`src/rtl/cs_term_pkg.sv`:
```
package cs_term_pkg;

    localparam int WS_W   = 5;
    localparam int MODE_W = 3;
    localparam int OPT_W  = WS_W + MODE_W;
    localparam logic [WS_W-1:0] WS_ACK = '1;

    typedef enum logic [MODE_W-1:0] {
        MEM_ASYNC0 = 3'd0,
        MEM_ASYNC1 = 3'd1,
        MEM_SDRAM  = 3'd2,
        MEM_PERIPH = 3'd3,
        MEM_LOCAL  = 3'd4
    } mem_mode_e;

    typedef struct packed {
        mem_mode_e         mode;
        logic [WS_W-1:0]   ws;
    } cs_opt_t;

    typedef enum logic [1:0] {
        ST_IDLE,
        ST_COUNT,
        ST_ACK,
        ST_SDRAM
    } cyc_state_e;

    // Active-low strobe level for a given memory type and direction
    function automatic logic rw_level(input mem_mode_e m, input logic wr);
        case (m)
            MEM_ASYNC0, MEM_ASYNC1: return ~wr;
            MEM_PERIPH:             return 1'b0;
            default:                return 1'b1;
        endcase
    endfunction

    function automatic cyc_state_e entry_state(input cs_opt_t o);
        if (o.mode == MEM_SDRAM) return ST_SDRAM;
        if (o.ws == WS_ACK)      return ST_ACK;
        return ST_COUNT;
    endfunction

endpackage

```
`src/rtl/ta_edge.sv`:
```
module ta_edge (
    input  logic clk,
    input  logic rst,
    input  logic ta_n,
    output logic fall
);
    logic s1_q, s2_q, armed_q;

    // Two-flop synchronizer; reset value treats the line as not yet seen high
    always_ff @(posedge clk) begin
        if (rst) begin
            s1_q    <= 1'b0;
            s2_q    <= 1'b0;
            armed_q <= 1'b0;
        end else begin
            s1_q    <= ta_n;
            s2_q    <= s1_q;
            armed_q <= s2_q;
        end
    end

    assign fall = armed_q & ~s2_q;

    assert_fall_single_R4: assert property (@(posedge clk) disable iff (rst)
        fall |=> !fall);

endmodule

```
`src/rtl/ws_timer.sv`:
```
module ws_timer #(
    parameter int W = 5
) (
    input  logic         clk,
    input  logic         rst,
    input  logic         clear,
    input  logic         run,
    input  logic [W-1:0] limit,
    output logic         hit
);
    logic [W-1:0] cnt_q;

    always_ff @(posedge clk) begin
        if (rst || clear)
            cnt_q <= '0;
        else if (run && cnt_q != '1)
            cnt_q <= cnt_q + 1'b1;
    end

    assign hit = run && (cnt_q == limit);

    assert_hit_bound_R1: assert property (@(posedge clk) disable iff (rst)
        hit |=> !hit);

endmodule

```
`src/rtl/cs_cycle_end.sv`:
```
module cs_cycle_end
    import cs_term_pkg::*;
#(
    parameter int NUM_CS = 4,
    localparam int CS_W  = (NUM_CS > 1) ? $clog2(NUM_CS) : 1
) (
    input  logic                    clk,
    input  logic                    rst,
    input  logic                    req_valid,
    input  logic [CS_W-1:0]         req_cs,
    input  logic                    req_write,
    input  logic [OPT_W*NUM_CS-1:0] opt_cfg,
    input  logic                    ta_n,
    input  logic                    sdram_done,
    output logic                    busy,
    output logic                    done,
    output logic                    rw_n,
    output logic [NUM_CS-1:0]       cs_n
);
    localparam int SLOTS = 1 << CS_W;

    cs_opt_t          opts [SLOTS];
    cyc_state_e       state_q;
    logic [WS_W-1:0]  ws_q;
    logic             done_q, rw_q;
    logic [NUM_CS-1:0] csn_q;
    logic             accept, term, ws_hit, ta_fall;

    for (genvar i = 0; i < SLOTS; i++) begin : g_opt
        if (i < NUM_CS) begin : g_used
            assign opts[i] = cs_opt_t'(opt_cfg[i*OPT_W +: OPT_W]);
        end else begin : g_pad
            assign opts[i] = cs_opt_t'('0);
        end
    end

    ta_edge u_ta (
        .clk  (clk),
        .rst  (rst),
        .ta_n (ta_n),
        .fall (ta_fall)
    );

    ws_timer #(.W(WS_W)) u_timer (
        .clk   (clk),
        .rst   (rst),
        .clear (accept),
        .run   (state_q == ST_COUNT),
        .limit (ws_q),
        .hit   (ws_hit)
    );

    assign accept = (state_q == ST_IDLE) && req_valid;

    always_comb begin
        case (state_q)
            ST_COUNT: term = ws_hit;
            ST_ACK:   term = ta_fall;
            ST_SDRAM: term = sdram_done;
            default:  term = 1'b0;
        endcase
    end

    always_ff @(posedge clk) begin
        if (rst) begin
            state_q <= ST_IDLE;
            ws_q    <= '0;
            done_q  <= 1'b0;
            rw_q    <= 1'b1;
            csn_q   <= '1;
        end else begin
            done_q <= term;
            if (accept) begin
                state_q <= entry_state(opts[req_cs]);
                ws_q    <= opts[req_cs].ws;
                rw_q    <= rw_level(opts[req_cs].mode, req_write);
                csn_q   <= ~(NUM_CS'(1) << req_cs);
            end else if (term) begin
                state_q <= ST_IDLE;
                rw_q    <= 1'b1;
                csn_q   <= '1;
            end
        end
    end

    assign busy = (state_q != ST_IDLE);
    assign done = done_q;
    assign rw_n = rw_q;
    assign cs_n = csn_q;

    assert_done_single_R2: assert property (@(posedge clk) disable iff (rst)
        done |=> !done);
    assert_done_idle_R2: assert property (@(posedge clk) disable iff (rst)
        done |-> !busy);
    assert_cs_onehot_R9: assert property (@(posedge clk) disable iff (rst)
        $onehot0(~cs_n));
    assert_idle_cs_R9: assert property (@(posedge clk) disable iff (rst)
        !busy |-> (&cs_n));
    assert_idle_rw_R7: assert property (@(posedge clk) disable iff (rst)
        !busy |-> rw_n);
    assert_sdram_hold_R5: assert property (@(posedge clk) disable iff (rst)
        (state_q == ST_SDRAM && !sdram_done) |=> busy);
    assert_hold_strobes_R8: assert property (@(posedge clk) disable iff (rst)
        (busy && !term) |=> (busy && $stable(cs_n) && $stable(rw_n)));

endmodule

```
`config.mk`:
```
export PLATFORM = sky130hd
export DESIGN_NAME = cs_cycle_end
export DESIGN_NICKNAME = d
export VERILOG_FILES = /design/src/rtl/cs_term_pkg.sv /design/src/rtl/ta_edge.sv /design/src/rtl/ws_timer.sv /design/src/rtl/cs_cycle_end.sv
export SDC_FILE = /design/constraint.sdc
export NUM_CORES = 1
export LEC_CHECK = 0
export BUFFER_PORTS_ARGS = -buffer_cell sky130_fd_sc_hd__buf_2
export CORE_MARGIN = 2
export CORE_UTILIZATION = 51
export CTS_CLUSTER_SIZE = 24
export DETAILED_ROUTE_END_ITERATION = 10
export HOLD_SLACK_MARGIN = 0.06
export PLACE_DENSITY_LB_ADDON = 0.2
export REMOVE_ABC_BUFFERS = 1
export SYNTH_ARGS = -nofsm -noshare
export SYNTH_HDL_FRONTEND = slang
export SYNTH_SLANG_ARGS = --single-unit
```
`constraint.sdc`:
```
create_clock -name clk -period 4.8 [get_ports clk]
set_input_delay 0.48 -clock clk [delete_from_list [all_inputs] [get_ports clk]]
set_output_delay 0.48 -clock clk [all_outputs]
set_load 0.01 [all_outputs]
```
==> results of run 1 <==
[state kept, by name (all words and copies together), names as in the netlist]
| register | flops |
|---|---|
| rw_n | 1 |
| u_timer.cnt_q | 5 |
| u_ta.s2_q | 1 |
| cs_n | 4 |
| done | 1 |
| u_ta.armed_q | 1 |
| ws_q | 5 |
| state_q | 2 |
| u_ta.s1_q | 1 |
[power by group through the flow]
stage / Combinational, mW / Clock (mW) / Sequential (mW)
floorplan: 0.0558 / 0 / 0.197
global placement: 0.0895 / 0 / 0.197
detailed placement: 0.0917 / 0 / 0.197
CTS: 0.0922 / 0.0857 / 0.193
global route: 0.102 / 0.0935 / 0.195
finish: 0.0914 / 0.0839 / 0.193
[placed cells by master, fill, tap and decap left out, drive strengths merged]
cell / instances
a21o: 2
a21oi: 8
and2: 1
and3: 1
and4: 1
buf: 47
clkbuf: 3
clkinv: 1
dfxtp: 21
ha: 2
inv: 1
mux2i: 3
mux4: 8
nand2: 12
nand3: 2
nand3b: 1
nand4: 2
nor2: 11
nor2b: 3
nor3: 1
nor3b: 5
nor4b: 1
o211a: 4
o211ai: 2
o21a: 1
o21ai: 4
o31a: 1
or2: 1
or3: 1
or3b: 1
xnor2: 6
xor2: 2
[cells by family after synthesis]
family | after synthesis
simple gates | 44
compound gates | 22
flops | 21
mux | 11
xor+xnor | 8
buf+inv | 6
fa+ha+maj | 2
[worst register-to-register path, stage by stage (launching register included)]
cell	delay, ps
dfxtp_1	380
ha_1	230
and3_1	190
ha_1	190
nor3b_2	360
nand4_1	160
xor2_1	140
nor2_1	50
[layer usage]
metal  share of wire [%]  wire (um)
met1                  44       1080
met2                  47       1145
met3                 8.0        195
met4                0.86         21
met5                   0          0
[final timing paths]
kind / startpoint / to / slack (ps) / depth (start not counted)
max: u_timer.cnt_q[0] / u_timer.cnt_q[3] / 3000 / 7
max reg2reg: u_timer.cnt_q[0] / u_timer.cnt_q[3] / 3000 / 7
min reg2reg: u_ta.s1_q / u_ta.s2_q / 460 / 1
min: ta_n / u_ta.s1_q / 380 / 2
[metrics by stage]
step                      setup WS [ps]  hold WS [ps]
final                              3005         376.4
after floorplan                    3133         413.8
after global routing               2825         384.8
after global placement             2827         435.2
after CTS                          2984         378.2
after detailed placement           2783         436.6
[layout make-up]
type / count / area (um2) / share of cell area (%)
Clock inverter: 1 / 5.005 / 0.3487
Clock buffer: 3 / 22.52 / 1.569
Timing Repair Buffer: 47 / 237.7 / 16.56
Multi-Input combinational cell: 87 / 710.7 / 49.52
Tap cell: 28 / 35.03 / 2.441
Sequential cell: 21 / 420.4 / 29.29
Inverter: 1 / 3.754 / 0.2616
==> impl_metrics.tcl, run 1 <==
set metrics [dict create \
    outcome "complete, no violations" \
    cpMaxStageDelayCell "dfxtp_1" \
    yosys-top-cells-count "dfxtp_1 (21), nand2_1 (12), nor2_1 (11)" \
    layout-drive-gt1-share_pct 36.25 \
    start_util_pct 53.11 \
    insertedDiodeCount 0 \
    cp_num_buf_inv 0 \
    fmax_mhz 557.1 \
    die_y_um 51.77 \
    vias_per_cell 5.489 \
    die_w_um 51.77 \
    drtIter0Drc 16 \
    relSlewSlack_pct 62.75 \
    cts.sinks 21 \
    use_met1_pct 27.62 \
    netlist_instances 114 \
    p_sw_share_pct 28.63 \
    gr-usage-met2_pct 38.25 \
    grt_pass1_vias 1038 \
    ir_worst_vdd_mv 0.1647 \
    power_mw 0.3685 \
    root_buffer "clkbuf_4" \
    slowest_delay_ps 380 \
    vias 1032 \
    p_int_mw 0.2630 \
    setup_viol 0 \
    synth_xor_area_share_pct 6.022 \
    yosys.cell_count.top_type "dfxtp_1" \
    cpMostUsedCell "ha_1" \
    ys_seq_area_share_pct 36.13 \
    instances_no_fill 188 \
    finalHoldViolations 0 \
    critPathKind "reg -> reg" \
    synthSimpleGateAreaFrac_pct 20.65 \
    nFillCells 191 \
    synth_async_sr_flop_share_pct 0 \
    worstMarginPinSlew_ps 555.0 \
    synth_compound_area_share_pct 12.58 \
    synth_mux_area_share_pct 19.68 \
    ys_ff_latch 21 \
    antenna_found_initial 0 \
    required_ps 5010 \
    pwr-share-clk_pct 22.8 \
    synth_top_family_by_area "simple AND/OR/NAND/NOR gates" \
    postSynthAreaPerCell_um2 10.21 \
    p_switching_mw 0.1055 \
    gp_congestion 0.7027 \
    postCtsHoldBufs 0 \
    combinationalPowerShare_pct 24.8 \
    fin_crit_ps 1795 \
    min_path_type "in -> reg" \
    p_leak_nw 0.6404 \
    rsz0062_at_grt "no" \
    arrival_ps 2000 \
    synth_cell_type_count 35 \
    use_met3_pct 3.448 \
    tns_ps 0 \
    firstDrtPassIters 4 \
    finalCritPeriodShare_pct 37.40 \
    post-route-util_pct 65.51 \
    io_pins 47 \
    grt-ovfl-total 0 \
    post_cts.repair.setup_buffers 0 \
    top_usage_layer "met2" \
    nets 203 \
    slew_violations 0 \
    synth_top_area_cell "dfxtp_1" \
    synth_top_area_share_pct 36.13 \
    place_area_um2 1408 \
    route.detailed.drc 0 \
    final_area_um2 1435 \
    rows 17 \
    htree_levels 1 \
    clk-insertion-delay-late_ps 300 \
    p_per_area_nw_per_um2 256.8 \
    synth_area_um2 1164 \
    cts_tree "built" \
    dp.cells 184 \
    dp_hpwl_um 1945 \
    path_cells "ha_1 > and3_1 > ha_1 > nor3b_2 > nand4_1 > xor2_1 > nor2_1" \
    power.share.sequential_pct 52.4 \
    routed_wl_um 2442 \
    synthAdderAreaFrac_pct 2.151 \
    yosysWarnings 0 \
    cts_buffers 3 \
    cap_viol_max_count 0 \
    synth-edff-count 0 \
    wl_per_cell_um 12.99 \
    grt_first_pass_wirelength_um 4416 \
    synthFlopType "dfxtp_1" \
    crit_family "simple AND/OR/NAND/NOR gates" \
    start_kind "flop" \
    grt_max_degree 14 \
    crit_fanout 5 \
    syn_to_final_growth_pct 23.33 \
    skew_ps 2.060 \
    core_um2 2191 \
    die_area_um2 2680 \
    cts_max_path_buffers 2 \
    ctsResizeCount 0 \
    drtAntennaViolNets 0 \
    path_clk_slew_ps 110 \
    numPortBuffers 46 \
    synth.area.top_cells "dfxtp_1 (36%), mux4_1 (11%), mux4_2 (5.8%), xnor2_1 (4.5%), nand2_1 (3.9%)" \
    worst_setup_path_end_kind "flop" \
    grt.total_usage_pct 21.85 \
]
Power figures use the tool's default switching activity.
==> run 2, diff against run 1 <==
ABC_AREA = 1   (was unset)
CORE_UTILIZATION = 49   (was 51)
clock period = 1.7 ns   (was 4.8 ns; I/O delays follow)
==> run 2 against run 1 <==
  * Clock power grew to 2.7 times the previous value
  * Flip-flop and latch count is the same
  * Area after synthesis grew 13%
  * Critical path type unchanged
  * Via count grew 34%
  * Worst hold slack lost 300 ps
  * Fmax grew 16%
  * Power grew to 3.0 times the previous value
  * Critical endpoint unchanged
==> impl_metrics.tcl, run 2 <==
set metrics [dict create \
    outcome "complete, no violations" \
    p_per_area_nw_per_um2 702.5 \
    combinationalPowerShare_pct 28.8 \
    synth-edff-count 0 \
    fin_crit_ps 1546 \
    path_clk_slew_ps 110 \
    ir_worst_vdd_mv 0.4640 \
    synth.area.top_cells "dfxtp_1 (32%), nand2_1 (27%), inv_1 (6.3%), nor2_1 (4.3%), nand3_1 (4.2%)" \
    die_w_um 55.83 \
    htree_levels 1 \
    firstDrtPassIters 4 \
    dp.cells 284 \
    postSynthAreaPerCell_um2 6.209 \
    finalHoldViolations 0 \
    r2r_start "u_timer.cnt_q[0]" \
    worstMarginPinSlew_ps 332.8 \
    path_cells "ha_1 > inv_1 > nor3_1 > ha_1 > nor2_4 > nand4_1 > o21ai_1 > a21oi_1" \
    die_y_um 55.83 \
    core_um2 2522 \
    fmax_mhz 647.0 \
    synth_cell_type_count 26 \
    relSlewSlack_pct 77.82 \
    yosys-top-cells-count "nand2_1 (93), inv_1 (22), dfxtp_1 (21)" \
    netlist_instances 212 \
    synth_async_sr_flop_share_pct 0 \
    postCtsHoldBufs 0 \
    worst_setup_path_end_kind "flop" \
    critPathKind "reg -> reg" \
    final_cell_mix "nand2_1 (93), buf_2 (46), inv_1 (22), dfxtp_1 (21), nor2_1 (14)" \
    p_switching_mw 0.3511 \
    skew_ps 0.7755 \
    instances_no_fill 288 \
    synth_top_area_cell "dfxtp_1" \
    routed_wl_um 2682 \
    r2r_slack_ps 150 \
    numPortBuffers 46 \
    ys_ff_latch 21 \
    insertedDiodeCount 0 \
    synth_top_area_share_pct 31.94 \
    cts_buffers 3 \
    cap_viol_max_count 0 \
    finalCritPeriodShare_pct 90.92 \
    route.detailed.drc 0 \
    grt_max_degree 19 \
    yosys.cell_count.top_type "nand2_1" \
    slew_violations 0 \
    required_ps 1890 \
    dp_hpwl_um 2181 \
    grt-ovfl-total 0 \
    antenna_found_initial 0 \
    synth_area_um2 1316 \
    gp_congestion 0.7785 \
    grt.total_usage_pct 17.61 \
    min_from "ta_n" \
    p_int_mw 0.7528 \
    nets 301 \
    io_pins 47 \
    rsz0062_at_grt "no" \
    min_path_type "in -> reg" \
    p_leak_nw 0.9087 \
    power.share.sequential_pct 50.3 \
    root_buffer "clkbuf_4" \
    pwr-share-clk_pct 20.9 \
    cts_tree "built" \
    drtAntennaViolNets 0 \
    start_util_pct 52.18 \
    ys_seq_area_share_pct 31.94 \
    start_kind "flop" \
    yosysWarnings 0 \
    clk-insertion-delay-late_ps 290 \
    final_common_cell "nand2_1" \
    cts.sinks 21 \
    die_area_um2 3117 \
    crit_fanout 5 \
    grt_pass1_vias 1160 \
    vias_per_cell 4.792 \
    setup_viol 0 \
    syn_to_final_growth_pct 19.39 \
    wl_per_cell_um 9.313 \
    arrival_ps 1740 \
    crit_start "u_timer.cnt_q[0]" \
    tns_ps 0 \
    cp_num_buf_inv 1 \
    cpMostUsedCell "ha_1" \
    slowest_delay_ps 370 \
    grt_first_pass_wirelength_um 4609 \
    p_sw_share_pct 31.81 \
    layout-drive-gt1-share_pct 26.36 \
    cpMaxStageDelayCell "dfxtp_1" \
    synthFlopType "dfxtp_1" \
    cts_max_path_buffers 2 \
    rows 18 \
    vias 1380 \
    crit_family "adder cells" \
    drtIter0Drc 35 \
]
## run 2: cell count changes after synthesis, moves of 4 or more
| cell | change |
|---|---|
| nand2_2 | +5 |
| nand3_1 | +9 |
| nand4_1 | +4 |
| nand2_1 | +81 |
| inv_1 | +21 |
| nor3b_1 | -4 |
| inv_2 | +4 |
| xnor2_1 | -6 |
| mux4_1 | -5 |
| nor2_1 | +4 |
| o211a_1 | -4 |
## run 2: layer usage
metal / up-vias / wire length (um) / track usage [%]
met3: 4 / 136 / 0.6977
met1: 580 / 1318 / 24.03
met4: 0 / 39 / 8.163
li1: 754 / - / -
met2: 42 / 1187 / 28.74
met5: - / 0 / 0
## run 2: layout make-up
cell class,instances,area [um2]
Multi-Input combinational cell,157,732.0
Tap cell,30,37.54
Fill cell,266,950.9
Inverter,28,110.1
Clock buffer,4,26.28
Sequential cell,21,420.4
Timing Repair Buffer,48,245.2
## run 2: cell families (layout without fill, tap and decap cells)
family / after synthesis / after routing / share of synthesized area (%)
buffers and inverters: 34 / 80 / 13.02
DFF: 21 / 21 / 31.94
and+or+nand+nor: 138 / 138 / 44.77
xor gates and xnor gates: 2 / 2 / 1.331
AOI/OAI and AO/OA: 15 / 15 / 7.034
adders and majority gates: 2 / 2 / 1.901
## run 2: per-stage QoR
step                      total power [mW]  hold WS [ps]  util, %  cell area, um2  setup slack [ps]
after floorplan                     0.7620         241.2        -            1255             221.0
after global placement              0.8764         385.7    60.96            1538             202.2
after detailed placement            0.8814         392.0    60.96            1538             128.7
after CTS                            1.114         72.82    62.00            1564             95.93
after global routing                 1.183         74.93    62.30            1572             14.89
final                                1.104         75.05    62.30            1572             154.3
## run 2: worst reg2reg max path, stage by stage (launching register included)
cell     delay, ps
dfxtp_1        370
ha_1           220
inv_1           70
nor3_1          50
ha_1           210
nor2_4         140
nand4_1        140
o21ai_1        180
a21oi_1         60
## run 2: worst paths after layout
| check | endpoint | cells past startpoint |
|---|---|---|
| max reg2reg | u_timer.cnt_q[3] | 8 |
| min | u_ta.s1_q | 3 |
| min reg2reg | u_ta.s2_q | 2 |
| max | u_timer.cnt_q[3] | 8 |
## run 2: timing repair
item | CTS | global route
resized for setup | 0 | 2
endpoints found under the setup margin | 0 | 3
buffers inserted | 0 | 0
## run 2: power groups by stage
stage | combinational (mW) | sequential (mW) | clock, mW
floorplan | 0.193 | 0.569 | 0
global placement | 0.310 | 0.567 | 0
detailed placement | 0.314 | 0.567 | 0
CTS | 0.316 | 0.556 | 0.243
global route | 0.365 | 0.561 | 0.257
finish | 0.318 | 0.556 | 0.230
